[src/rtl/evt_pkg.sv]
package evt_pkg;
  localparam int unsigned ADDR_CFG     = 0;
  localparam int unsigned ADDR_STATUS  = 1;
  localparam int unsigned ADDR_CAP_LO  = 2;
  localparam int unsigned ADDR_CAP_HI  = 3;
  localparam int unsigned ADDR_TIME_LO = 4;
  localparam int unsigned ADDR_TIME_HI = 5;

  // configuration word bit positions
  localparam int unsigned CFG_CAP_EN  = 0;
  localparam int unsigned CFG_OVWR    = 1;
  localparam int unsigned CFG_FALLING = 2;

  // status word bit positions
  localparam int unsigned ST_SRC_TRIG = 0;
  localparam int unsigned ST_VALID    = 1;
  localparam int unsigned ST_ERROR    = 2;
  localparam int unsigned ST_SEQ_LSB  = 8;

  typedef struct packed {
    logic falling;
    logic overwrite;
    logic cap_en;
  } evt_cfg_t;
endpackage

[src/rtl/evt_edge_sync.sv]
module evt_edge_sync #(
  parameter int unsigned STAGES = 2
) (
  input  logic clk_i,
  input  logic rst_ni,
  input  logic async_i,
  input  logic falling_i,
  output logic edge_o
);
  logic [STAGES-1:0] sync_q;
  logic              prev_q;

  generate
    for (genvar i = 0; i < STAGES; i++) begin : g_stage
      if (i == 0) begin : g_first
        always_ff @(posedge clk_i or negedge rst_ni)
          if (!rst_ni) sync_q[0] <= 1'b0;
          else         sync_q[0] <= async_i;
      end else begin : g_rest
        always_ff @(posedge clk_i or negedge rst_ni)
          if (!rst_ni) sync_q[i] <= 1'b0;
          else         sync_q[i] <= sync_q[i-1];
      end
    end
  endgenerate

  always_ff @(posedge clk_i or negedge rst_ni)
    if (!rst_ni) prev_q <= 1'b0;
    else         prev_q <= sync_q[STAGES-1];

  assign edge_o = falling_i ? (prev_q & ~sync_q[STAGES-1])
                            : (sync_q[STAGES-1] & ~prev_q);
endmodule

[src/rtl/evt_time_cnt.sv]
module evt_time_cnt #(
  parameter int unsigned CNT_W = 32
) (
  input  logic             clk_i,
  input  logic             rst_ni,
  output logic [CNT_W-1:0] cnt_o
);
  always_ff @(posedge clk_i or negedge rst_ni)
    if (!rst_ni) cnt_o <= '0;
    else         cnt_o <= cnt_o + 1'b1;
endmodule

[src/rtl/evt_capture.sv]
module evt_capture #(
  parameter int unsigned CNT_W = 32,
  parameter int unsigned SEQ_W = 4
) (
  input  logic             clk_i,
  input  logic             rst_ni,
  input  logic             evt_i,
  input  logic             cap_en_i,
  input  logic             overwrite_i,
  input  logic [CNT_W-1:0] cnt_i,
  input  logic             st_wr_i,
  input  logic             keep_valid_i,
  input  logic             keep_error_i,
  output logic [CNT_W-1:0] ts_o,
  output logic             valid_o,
  output logic             error_o,
  output logic [SEQ_W-1:0] seq_o
);
  logic fire;
  assign fire = evt_i & cap_en_i;

  always_ff @(posedge clk_i or negedge rst_ni) begin
    if (!rst_ni) begin
      ts_o    <= '0;
      valid_o <= 1'b0;
      error_o <= 1'b0;
      seq_o   <= '0;
    end else if (st_wr_i) begin
      // software write has priority over a same-cycle event
      valid_o <= valid_o & keep_valid_i;
      error_o <= error_o & keep_error_i;
      seq_o   <= '0;
    end else if (fire) begin
      seq_o <= seq_o + 1'b1;
      if (!valid_o) begin
        ts_o    <= cnt_i;
        valid_o <= 1'b1;
      end else begin
        error_o <= 1'b1;
        if (overwrite_i) ts_o <= cnt_i;
      end
    end
  end
endmodule

[src/rtl/evt_tstamp_unit.sv]
module evt_tstamp_unit #(
  parameter int unsigned WORD_W      = 16,
  parameter int unsigned ADDR_W      = 3,
  parameter int unsigned SYNC_STAGES = 2,
  parameter int unsigned SEQ_W       = 4
) (
  input  logic              clk_i,
  input  logic              rst_ni,
  input  logic              ext_evt_i,
  input  logic              trig_i,
  input  logic              req_i,
  input  logic              we_i,
  input  logic [ADDR_W-1:0] addr_i,
  input  logic [WORD_W-1:0] wdata_i,
  output logic [WORD_W-1:0] rdata_o
);
  import evt_pkg::*;

  localparam int unsigned CNT_W = 2 * WORD_W;

  evt_cfg_t          cfg_q;
  logic              src_trig_q;
  logic [CNT_W-1:0]  time_cnt;
  logic [CNT_W-1:0]  cap_ts;
  logic              st_valid;
  logic              st_error;
  logic [SEQ_W-1:0]  st_seq;
  logic              ext_edge;
  logic              evt_sel;
  logic              wr_cfg;
  logic              wr_status;
  logic              rd_req;
  logic [WORD_W-1:0] hi_snap_q;
  logic [WORD_W-1:0] status_word;
  logic [WORD_W-1:0] cfg_word;

  assign wr_cfg    = req_i & we_i & (addr_i == ADDR_W'(ADDR_CFG));
  assign wr_status = req_i & we_i & (addr_i == ADDR_W'(ADDR_STATUS));
  assign rd_req    = req_i & ~we_i;

  evt_time_cnt #(.CNT_W(CNT_W)) i_cnt (
    .clk_i (clk_i),
    .rst_ni(rst_ni),
    .cnt_o (time_cnt)
  );

  evt_edge_sync #(.STAGES(SYNC_STAGES)) i_sync (
    .clk_i    (clk_i),
    .rst_ni   (rst_ni),
    .async_i  (ext_evt_i),
    .falling_i(cfg_q.falling),
    .edge_o   (ext_edge)
  );

  assign evt_sel = src_trig_q ? trig_i : ext_edge;

  evt_capture #(.CNT_W(CNT_W), .SEQ_W(SEQ_W)) i_cap (
    .clk_i       (clk_i),
    .rst_ni      (rst_ni),
    .evt_i       (evt_sel),
    .cap_en_i    (cfg_q.cap_en),
    .overwrite_i (cfg_q.overwrite),
    .cnt_i       (time_cnt),
    .st_wr_i     (wr_status),
    .keep_valid_i(wdata_i[ST_VALID]),
    .keep_error_i(wdata_i[ST_ERROR]),
    .ts_o        (cap_ts),
    .valid_o     (st_valid),
    .error_o     (st_error),
    .seq_o       (st_seq)
  );

  always_ff @(posedge clk_i or negedge rst_ni)
    if (!rst_ni) begin
      cfg_q      <= '0;
      src_trig_q <= 1'b0;
    end else begin
      if (wr_cfg) begin
        cfg_q.cap_en    <= wdata_i[CFG_CAP_EN];
        cfg_q.overwrite <= wdata_i[CFG_OVWR];
        cfg_q.falling   <= wdata_i[CFG_FALLING];
      end
      if (wr_status) src_trig_q <= wdata_i[ST_SRC_TRIG];
    end

  always_comb begin
    cfg_word                       = '0;
    cfg_word[CFG_CAP_EN]           = cfg_q.cap_en;
    cfg_word[CFG_OVWR]             = cfg_q.overwrite;
    cfg_word[CFG_FALLING]          = cfg_q.falling;
    status_word                    = '0;
    status_word[ST_SRC_TRIG]       = src_trig_q;
    status_word[ST_VALID]          = st_valid;
    status_word[ST_ERROR]          = st_error;
    status_word[ST_SEQ_LSB +: SEQ_W] = st_seq;
  end

  always_ff @(posedge clk_i or negedge rst_ni)
    if (!rst_ni) begin
      rdata_o   <= '0;
      hi_snap_q <= '0;
    end else if (rd_req) begin
      case (addr_i)
        ADDR_W'(ADDR_CFG):     rdata_o <= cfg_word;
        ADDR_W'(ADDR_STATUS):  rdata_o <= status_word;
        ADDR_W'(ADDR_CAP_LO):  rdata_o <= cap_ts[WORD_W-1:0];
        ADDR_W'(ADDR_CAP_HI):  rdata_o <= cap_ts[CNT_W-1:WORD_W];
        ADDR_W'(ADDR_TIME_LO): begin
          rdata_o   <= time_cnt[WORD_W-1:0];
          hi_snap_q <= time_cnt[CNT_W-1:WORD_W];
        end
        ADDR_W'(ADDR_TIME_HI): rdata_o <= hi_snap_q;
        default:               rdata_o <= '0;
      endcase
    end
endmodule

[config.mk]
export PLATFORM = sky130hd
export DESIGN_NAME = evt_tstamp_unit
export DESIGN_NICKNAME = d
export VERILOG_FILES = /design/src/rtl/evt_pkg.sv /design/src/rtl/evt_edge_sync.sv /design/src/rtl/evt_time_cnt.sv /design/src/rtl/evt_capture.sv /design/src/rtl/evt_tstamp_unit.sv
export SDC_FILE = /design/constraint.sdc
export NUM_CORES = 1
export LEC_CHECK = 0
export BUFFER_PORTS_ARGS = -buffer_cell sky130_fd_sc_hd__clkbuf_2
export CAP_MARGIN = 30
export CORE_ASPECT_RATIO = 1.1
export CORE_MARGIN = 1.5
export CORE_UTILIZATION = 50
export DETAILED_ROUTE_END_ITERATION = 12
export PLACE_DENSITY = 0.68
export RECOVER_POWER = 100
export SETUP_SLACK_MARGIN = 0.2
export SKIP_LAST_GASP = 1
export SLEW_MARGIN = 20
export SYNTH_ARGS = -nofsm -noshare
export SYNTH_HDL_FRONTEND = slang
export SYNTH_SLANG_ARGS = --single-unit
[constraint.sdc]
create_clock -name clk_i -period 3.83 [get_ports clk_i]
set_input_delay 0.766 -clock clk_i [delete_from_list [all_inputs] [get_ports clk_i]]
set_output_delay 0.766 -clock clk_i [all_outputs]
set_load 0.1 [all_outputs]
# Yosys cells after proc, flatten, opt, wreduce, memory -nomap -nowiden
# Index checks and enable logic that the tools add are counted.
[word_totals]
wordCells = 53
out_inout_bits = 16
in_bits = 25
register_bits = 109
[op_classes]
n_mux = 12
bitwise_logic = 13
reduce_logical = 6
eq_ne = 6
addsub = 2
[ops]
columns = ["cell", "count"]
rows = [
  ["16-bit case mux with 6 select lines", 1],
  ["32-bit 2-to-1 mux", 2],
  ["32-bit by 1-bit adder with 32-bit output (second input constant)", 1],
  ["1-bit bitwise AND", 9],
  ["4-bit 2-to-1 mux", 2],
  ["1-bit 2-to-1 mux", 7],
  ["3-bit by 2-bit == test with 1-bit output (second input constant)", 2],
  ["3-bit == test (second input constant)", 2],
  ["4-bit by 1-bit adder with 4-bit output (second input constant)", 1],
  ["1-bit inverter", 4],
  ["2-bit AND reduction", 2],
  ["2-bit nonzero test", 2],
  ["3-bit by 1-bit == test with 1-bit output (second input constant)", 1],
  ["3-bit zero test", 1],
  ["3-bit AND reduction", 1],
  ["2-bit inequality test (second input constant)", 1],
]

# Logic depth before layout (Yosys ltp)
# Gate-level depths: netlist of the first run.
[depth]
word_depth = 7
depth_mapped = 7
mapped_depth_nobuf = 5

# Hierarchy
# From an unflattened synthesis of the first run, not the netlist that was laid out.
[unflattened]
cells_unflattened = 399
area_unflattened_um2 = 5058.6
[modules_own_cells]
columns = ["mod", "n_inst", "cells_each", "seq_area_each_um2", "area_per_inst_um2"]
rows = [
  ["evt_tstamp_unit", 1, 171, 900.9, 2004.4],
  ["evt_time_cnt", 1, 127, 800.8, 1478.9],
  ["evt_capture", 1, 95, 950.9, 1477.7],
  ["evt_edge_sync", 1, 6, 75.1, 97.6],
]

# Worst setup path after synthesis of the first run
# Ideal clock, no wire load.
[synth_timing]
path_kind = "input to register"
start = "input addr_i[0]"
end = "register i_cap.ts_o[10]"
path_buffers = 2
path_stages = 6
arrival_ns = 1.926
setup_ns = 0.125
setup_slack_ns = 1.779
cell_sequence = "buf_4 -> nand2b_1 -> nor2_2 -> nor3_4 -> buf_6 -> mux2_4"
[synth_between]
elab_chain_cells = 4
[synth_lines]
columns = ["item", "line", "source"]
rows = [
  ["start, declared", "evt_tstamp_unit.sv:13", "input logic [ADDR_W-1:0] addr_i,"],
  ["3-bit by 1-bit == test with 1-bit output", "evt_tstamp_unit.sv:38", "assign wr_status = req_i & we_i & (addr_i == ADDR_W'(ADDR_STATUS));"],
  ["1-bit bitwise AND", "evt_tstamp_unit.sv:38", ""],
  ["1-bit inverter (no line)", "--", ""],
  ["3-bit AND reduction (no line)", "--", ""],
  ["end signal, assigned", "evt_capture.sv:36", "ts_o <= cnt_i;"],
  ["end signal, assigned", "evt_capture.sv:40", "if (overwrite_i) ts_o <= cnt_i;"],
  ["end, declared", "evt_capture.sv:14", "output logic [CNT_W-1:0] ts_o,"],
]
# Every way passes these cells.
# A chain may end at the register's enable or synchronous reset.

# Worst setup path in the final report of the first run
[layout_timing]
start = "register i_cnt.cnt_o[5]"
end = "register i_cnt.cnt_o[19]"
[layout_between]
elab_chain_cells = 1
[layout_lines]
columns = ["item", "line", "source"]
rows = [
  ["start, declared", "evt_time_cnt.sv:6", "output logic [CNT_W-1:0] cnt_o"],
  ["start signal, assigned", "evt_time_cnt.sv:10", "else cnt_o <= cnt_o + 1'b1;"],
  ["32-bit by 1-bit adder with 32-bit output", "evt_time_cnt.sv:10", ""],
]
# Every way passes these cells.

==> impl_metrics.toml, run 1 <==
[clock_tree]
clk_latency_ps = 370
ctsHoldBuffers = 0
clockBufferDepth = 2
cts_sinks = 109
h-tree-depth = 3
cts_resized = 0
post_cts_buffers = 0
tritoncts = "yes"
cts_root_buffer = "clkbuf_8"
numCtsBuffers = 9
path_clk_slew_ps = 100

[drt]
viasPerCell = 5.81
route.vias.total = 3103
firstDrtPassIters = 8
drc = 2
routed_wl_mm = 10.1
ant_nets = 0
wire_per_inst_microns = 18.9
drt-initial-drc-count = 106

[grt]
grt_max_degree = 70
gr-total-overflow = 0
grt_use_total = 0.208
first_global_vias = 3175
grt_antenna_before_repair = 0
grt_pass1_wl_mm = 16.9

[floorplanning]
core_sq_mm = 0.00984
rows = 38
die_w_microns = 98.8
die_area_sq_mm = 0.0107
floorplan.initialDensity = 0.513
ios = 41
die_y_microns = 108

[setup_path]
reg2reg_slack_ps = 860
path_class = "flop to flop"
path_max_fanout = 9
r2r_cells = 4
cp-start-kind = "flop"
cp_data_required_time_ps = 4080
arrival_ps = 3220
worstSetupEndpointType = "flop"
reg2reg_from = "i_cnt.cnt_o[5]"
r2r-end = "i_cnt.cnt_o[19]"

[synth]
ys.warnings.count = 0
syn_area_sq_mm = 0.00505
postSynthAreaPerCell_sq_um = 13.1
syn_inst = 385
synthArstFlopShare = 1.00
ys_ff_latch = 109
synth_ff_type = "dfrtp_1"
synth_edf_count = 0
ys_types = 52
ys_seq_area_frac = 0.540
syn-num-nets = 412

[power_and_ir_drop]
clockPowerShare = 0.259
ir_drop_uv = 168
pwr-share-comb = 0.168
switching_share = 0.301
seqPwrFrac = 0.573
p_sw_w = 0.000680
internal_power_w = 0.00158
p_leak_nw = 2.40
power_density_mw_per_mm2 = 430

[placed_design]
dp.cells = 518
port_buffers = 27
hpwl_mm = 6.97
post-place-ws_ps = 910
gp_congestion = 0.795

[sta]
rsz0062_at_grt = "false"
tns_ps = 0
worstMarginPinSlew_ps = 1960
setup_ws_ps = 861
setup_viol = 0
layout_min_cycle_time_ps = 2970
fin_crit_sh = 0.775
hold_viol_final = 0
clock.fmax_ghz = 0.337
finalClockSkew_ps = 13.6
drv_slew = 42
slew_headroom = -0.321

[min_path]
min_to = "i_sync.sync_q[1]"
min_from = "i_sync.sync_q[0]"
holdPathStages = 0
hold_path.class = "flop to flop"

[finish]
layout.nets = 438
drive_gt1_frac = 0.155
diodes = 0
instances_no_fill = 534
area.growth.synth_to_final_pct = 3.97

[run_status]
status = "complete, but fails checks"
violations = "DRC, capacitance limit, slew limit"

[job]
maxCapViolCount = 2
[logic make-up (layout without fill, tap and decap cells)]
family,Yosys count,after routing,share of synthesized area
AND/OR/NAND/NOR,91,91,0.115
multiplexers,63,63,0.166
adder cells (fa/ha/maj),2,2,0.00496
XOR/XNOR,31,31,0.0538
flip-flops,109,109,0.540
AO/OA/AOI/OAI,64,64,0.0920
buffers and inverters,25,54,0.0280
[routing by layer]
metal,GRT usage,share of wire,up-vias,wire (microns)
li1,-,-,1449,-
met2,0.324,0.47,47,4780
met1,0.292,0.47,1587,4720
met4,0.0857,0.022,0,221
met5,0,0,-,0
met3,0.0317,0.039,20,390
[cells in the final DEF (no fill, tap or decap), types with 4 or more instances in the layout]
| cell type | synthesis | routed |
|---|---|---|
| a21oi_1 | 10 | 10 |
| a221oi_1 | 12 | 12 |
| a22o_1 | 9 | 9 |
| a22oi_1 | 7 | 7 |
| and3_1 | 5 | 5 |
| buf_4 | 2 | 4 |
| clkbuf_1 | 5 | 23 |
| clkbuf_2 | 2 | 8 |
| clkbuf_8 | 0 | 9 |
| dfrtp_1 | 109 | 109 |
| inv_1 | 6 | 6 |
| mux2_1 | 0 | 29 |
| mux2_2 | 24 | 24 |
| mux2i_1 | 7 | 7 |
| nand2_1 | 26 | 26 |
| nand3_1 | 15 | 15 |
| nand4_1 | 8 | 9 |
| nor2_1 | 8 | 9 |
| o21ai_0 | 17 | 17 |
| xnor2_1 | 26 | 26 |
| xor2_1 | 5 | 5 |
[synth_stat cells (all sizes together) (3+ instances only)]
library cell | count | area share
nand2b | 3 | 0.0037
a21oi | 10 | 0.0099
clkbuf | 7 | 0.0057
nor3 | 3 | 0.0074
mux2 | 54 | 0.14
nor2 | 9 | 0.0072
nand3 | 15 | 0.015
o2bb2ai | 3 | 0.0052
and3 | 5 | 0.0062
nand4 | 10 | 0.017
nor4 | 3 | 0.011
dfrtp | 109 | 0.54
a22o | 9 | 0.016
mux2i | 7 | 0.014
o21ai | 17 | 0.017
xor2 | 5 | 0.0087
or3 | 3 | 0.0042
a22oi | 7 | 0.010
xnor2 | 26 | 0.045
nand2 | 26 | 0.019
a221oi | 12 | 0.021
inv | 6 | 0.0045
buf | 12 | 0.018
[cell type report]
cell class	count	area, sq um
Tap cell	120	150
Clock buffer	11	131
Fill cell	897	4590
Clock inverter	3	15.0
Inverter	6	22.5
Timing Repair Buffer	34	169
Multi-Input combinational cell	251	2030
Sequential cell	109	2730
[worst max path at each step]
stage	from	to	slack (ps)	depth (start not counted)
4_1_cts	addr_i[2]	hi_snap_q[5]	1310	5
6_report	i_cnt.cnt_o[5]	i_cnt.cnt_o[19]	860	4
5_1_grt	i_cnt.cnt_o[5]	i_cnt.cnt_o[31]	640	4
2_1_floorplan	addr_i[0]	i_cap.ts_o[10]	1780	6
3_3_place_gp	addr_i[2]	hi_snap_q[13]	920	5
3_5_place_dp	addr_i[2]	hi_snap_q[13]	910	5
[per-stage QoR]
step / total power, W / util / cell area [sq um] / hold WS [ps]
finish: 0.00226 / 0.533 / 5250 / 364
global route: 0.00237 / 0.533 / 5250 / 384
detailed placement: 0.00174 / 0.534 / 5250 / 345
global placement: 0.00173 / 0.534 / 5250 / 334
CTS: 0.00232 / 0.549 / 5400 / 368
floorplan: 0.00163 / - / 5050 / 331
[registers in the layout, summed over array words and instances, names as in the netlist]
register and count:
rdata_o 16, i_sync.sync_q 2, i_cap.valid_o 1, i_sync.prev_q 1, i_cnt.cnt_o 32, i_cap.seq_o 4, src_trig_q 1, cfg_q 3
hi_snap_q 16, i_cap.ts_o 32, i_cap.error_o 1
[power groups by stage]
stage          Clock, W  Combinational [W]  Sequential [W]
2_1_floorplan         0           0.000223         0.00141
3_3_place_gp          0           0.000409         0.00132
3_5_place_dp          0           0.000417         0.00132
4_1_cts        0.000604           0.000420         0.00130
5_1_grt        0.000646           0.000414         0.00131
6_report       0.000584           0.000380         0.00129
[critical path: stages (launching register included)]
cell and delay, ps:
dfrtp_1 510, nand4_1 250, nor4_1 1620, nand4_1 260, xnor2_1 210
Note: power is estimated with default switching activity, not from simulation.
==> run 2, diff against run 1 <==
--- a/config.mk
+++ b/config.mk
@@ -11,7 +11,7 @@
 export CORE_MARGIN = 1.5
 export CORE_UTILIZATION = 50
 export DETAILED_ROUTE_END_ITERATION = 12
-export PLACE_DENSITY = 0.68
+export PLACE_DENSITY = 0.71
 export RECOVER_POWER = 100
 export SETUP_SLACK_MARGIN = 0.2
 export SKIP_LAST_GASP = 1
==> constraint.sdc (replaced) <==
create_clock -name clk_i -period 2.5 [get_ports clk_i]
set_input_delay 0.5 -clock clk_i [delete_from_list [all_inputs] [get_ports clk_i]]
set_output_delay 0.5 -clock clk_i [all_outputs]
set_load 0.1 [all_outputs]
==> run 2 against run 1 <==
Compared with the run above:
- the run ends with DRC left
- setup slack worse by 530 ps
- non-clock buffer count up 7
- via count is 3.5% higher
- largest cell class unchanged
==> impl_metrics.toml, run 2 (synthesis gave the netlist of run 1 again) <==
[finish]
layout_common_cells = "dfrtp_1 (109), mux2_1 (28), nand2_1 (26), xnor2_1 (26), clkbuf_1 (25)"
fillers = 892
layout_commonest_cell = "dfrtp_1"
drive_gt1_frac = 0.173
layout.nets = 445
area.growth.synth_to_final_pct = 5.21
reg_top3 = "i_cap.ts_o: 32 flops, i_cnt.cnt_o: 32 flops"
final_cell_area_sq_mm = 0.00531
diodes = 0

[drt]
firstDrtPassIters = 9
drt-initial-drc-count = 156
ant_nets = 0
route.vias.total = 3212
drc = 4
viasPerCell = 5.92
routed_wl_mm = 10.4
wire_per_inst_microns = 19.1

[clock_tree]
numCtsBuffers = 9
ctsHoldBuffers = 0
cts_sinks = 109
path_clk_slew_ps = 110
tritoncts = "yes"
cts_root_buffer = "clkbuf_8"
clk_latency_ps = 370
h-tree-depth = 3
clockBufferDepth = 2
post_cts_buffers = 0
cts_resized = 0

[setup_path]
worstSetupEndpointType = "flop"
arrival_ps = 2410
cp-start-kind = "flop"
critPathMaxStageDelay_ps = 660
worstPathCellList = "and3b_4 > o311ai_2 > nor3_4 > buf_6 > mux2_1"
cp_data_required_time_ps = 2750
path_class = "flop to flop"
reg2reg_slack_ps = 330
critical_path.slowest_cell = "o311ai_2"
path_max_fanout = 32

[floorplanning]
die_w_microns = 98.8
die_y_microns = 108
rows = 38
die_area_sq_mm = 0.0107
ios = 41
core_sq_mm = 0.00984
floorplan.initialDensity = 0.513

[sta]
slew_headroom = 0.208
setup_viol = 0
fin_crit_sh = 0.866
clock.fmax_ghz = 0.462
finalClockSkew_ps = 16.6
worstMarginPinSlew_ps = 1190
drv_slew = 0
layout_min_cycle_time_ps = 2170
hold_viol_final = 0
rsz0062_at_grt = "false"
tns_ps = 0
setup_ws_ps = 335

[min_path]
hold_path.class = "input pin to flop"

[placed_design]
place_area_sq_mm = 0.00535
port_buffers = 27
post-place-ws_ps = 366
hpwl_mm = 7.32
gp_congestion = 0.792

[power_and_ir_drop]
ir_drop_uv = 233
power_density_mw_per_mm2 = 665
finalPower_w = 0.00353
p_leak_nw = 2.45

[grt]
grt_max_degree = 50
gr-total-overflow = 0
first_global_vias = 3339
grt_pass1_wl_mm = 17.2
grt_antenna_before_repair = 0
grt_use_total = 0.209

[job]
maxCapViolCount = 0

[run_status]
violations = "DRC"
status = "complete, but fails checks"
run 2: per-stage QoR:
step / std cells / utilization / hold slack (ps)
2_1_floorplan: 385 / - / 204
3_3_place_gp: 527 / 0.543 / 334
3_5_place_dp: 527 / 0.543 / 354
4_1_cts: 543 / 0.561 / 159
5_1_grt: 543 / 0.540 / 216
6_report: 543 / 0.540 / 231
run 2: final timing paths:
| kind | cells past startpoint | endpoint | startpoint |
|---|---|---|---|
| worst min register to register | 0 | i_sync.sync_q[1] | i_sync.sync_q[0] |
| min in group asynchronous | 1 | i_cap.ts_o[15] | rst_ni |
| max in group asynchronous | 2 | i_cap.ts_o[25] | rst_ni |
| worst max register to register | 5 | i_cap.ts_o[8] | cfg_q[2] |
| worst min-delay path | 1 | i_sync.sync_q[0] | ext_evt_i |
| worst max-delay path | 5 | i_cap.ts_o[8] | cfg_q[2] |
run 2: cell type report:
class,count,area (sq um),share of cell area
Clock inverter,5,33.8,0.00636
Multi-Input combinational cell,251,2040,0.384
Inverter,6,22.5,0.00424
Sequential cell,109,2730,0.514
Timing Repair Buffer,41,194,0.0365
Tap cell,120,150,0.0283
Clock buffer,11,141,0.0266
run 2: where the power goes:
group	total [W]	switching, W	internal [W]
logic	0.000575	0.000395	0.000180
registers	0.00199	0.000103	0.00189
clock network	0.000969	0.000578	0.000391
run 2: per-layer routing:
metal  part of all wire  global-route usage  wire length [microns]  vias up
li1                   -                   -                      -     1460
met1               0.44               0.285                   4570     1669
met2               0.51               0.339                   5260       70
met3              0.037              0.0330                    386       13
met4              0.013              0.0776                    139        0
met5                  0                   0                      0        -
run 2: worst max-delay path: cells and delay by family, from the launching register on:
| kind | cells | cell delay (ps) |
|---|---|---|
| AOI/OAI and AO/OA | 1 | 660 |
| buffers and inverters | 1 | 240 |
| and+or+nand+nor | 2 | 310 |
| muxes | 1 | 360 |
| DFF | 1 | 450 |
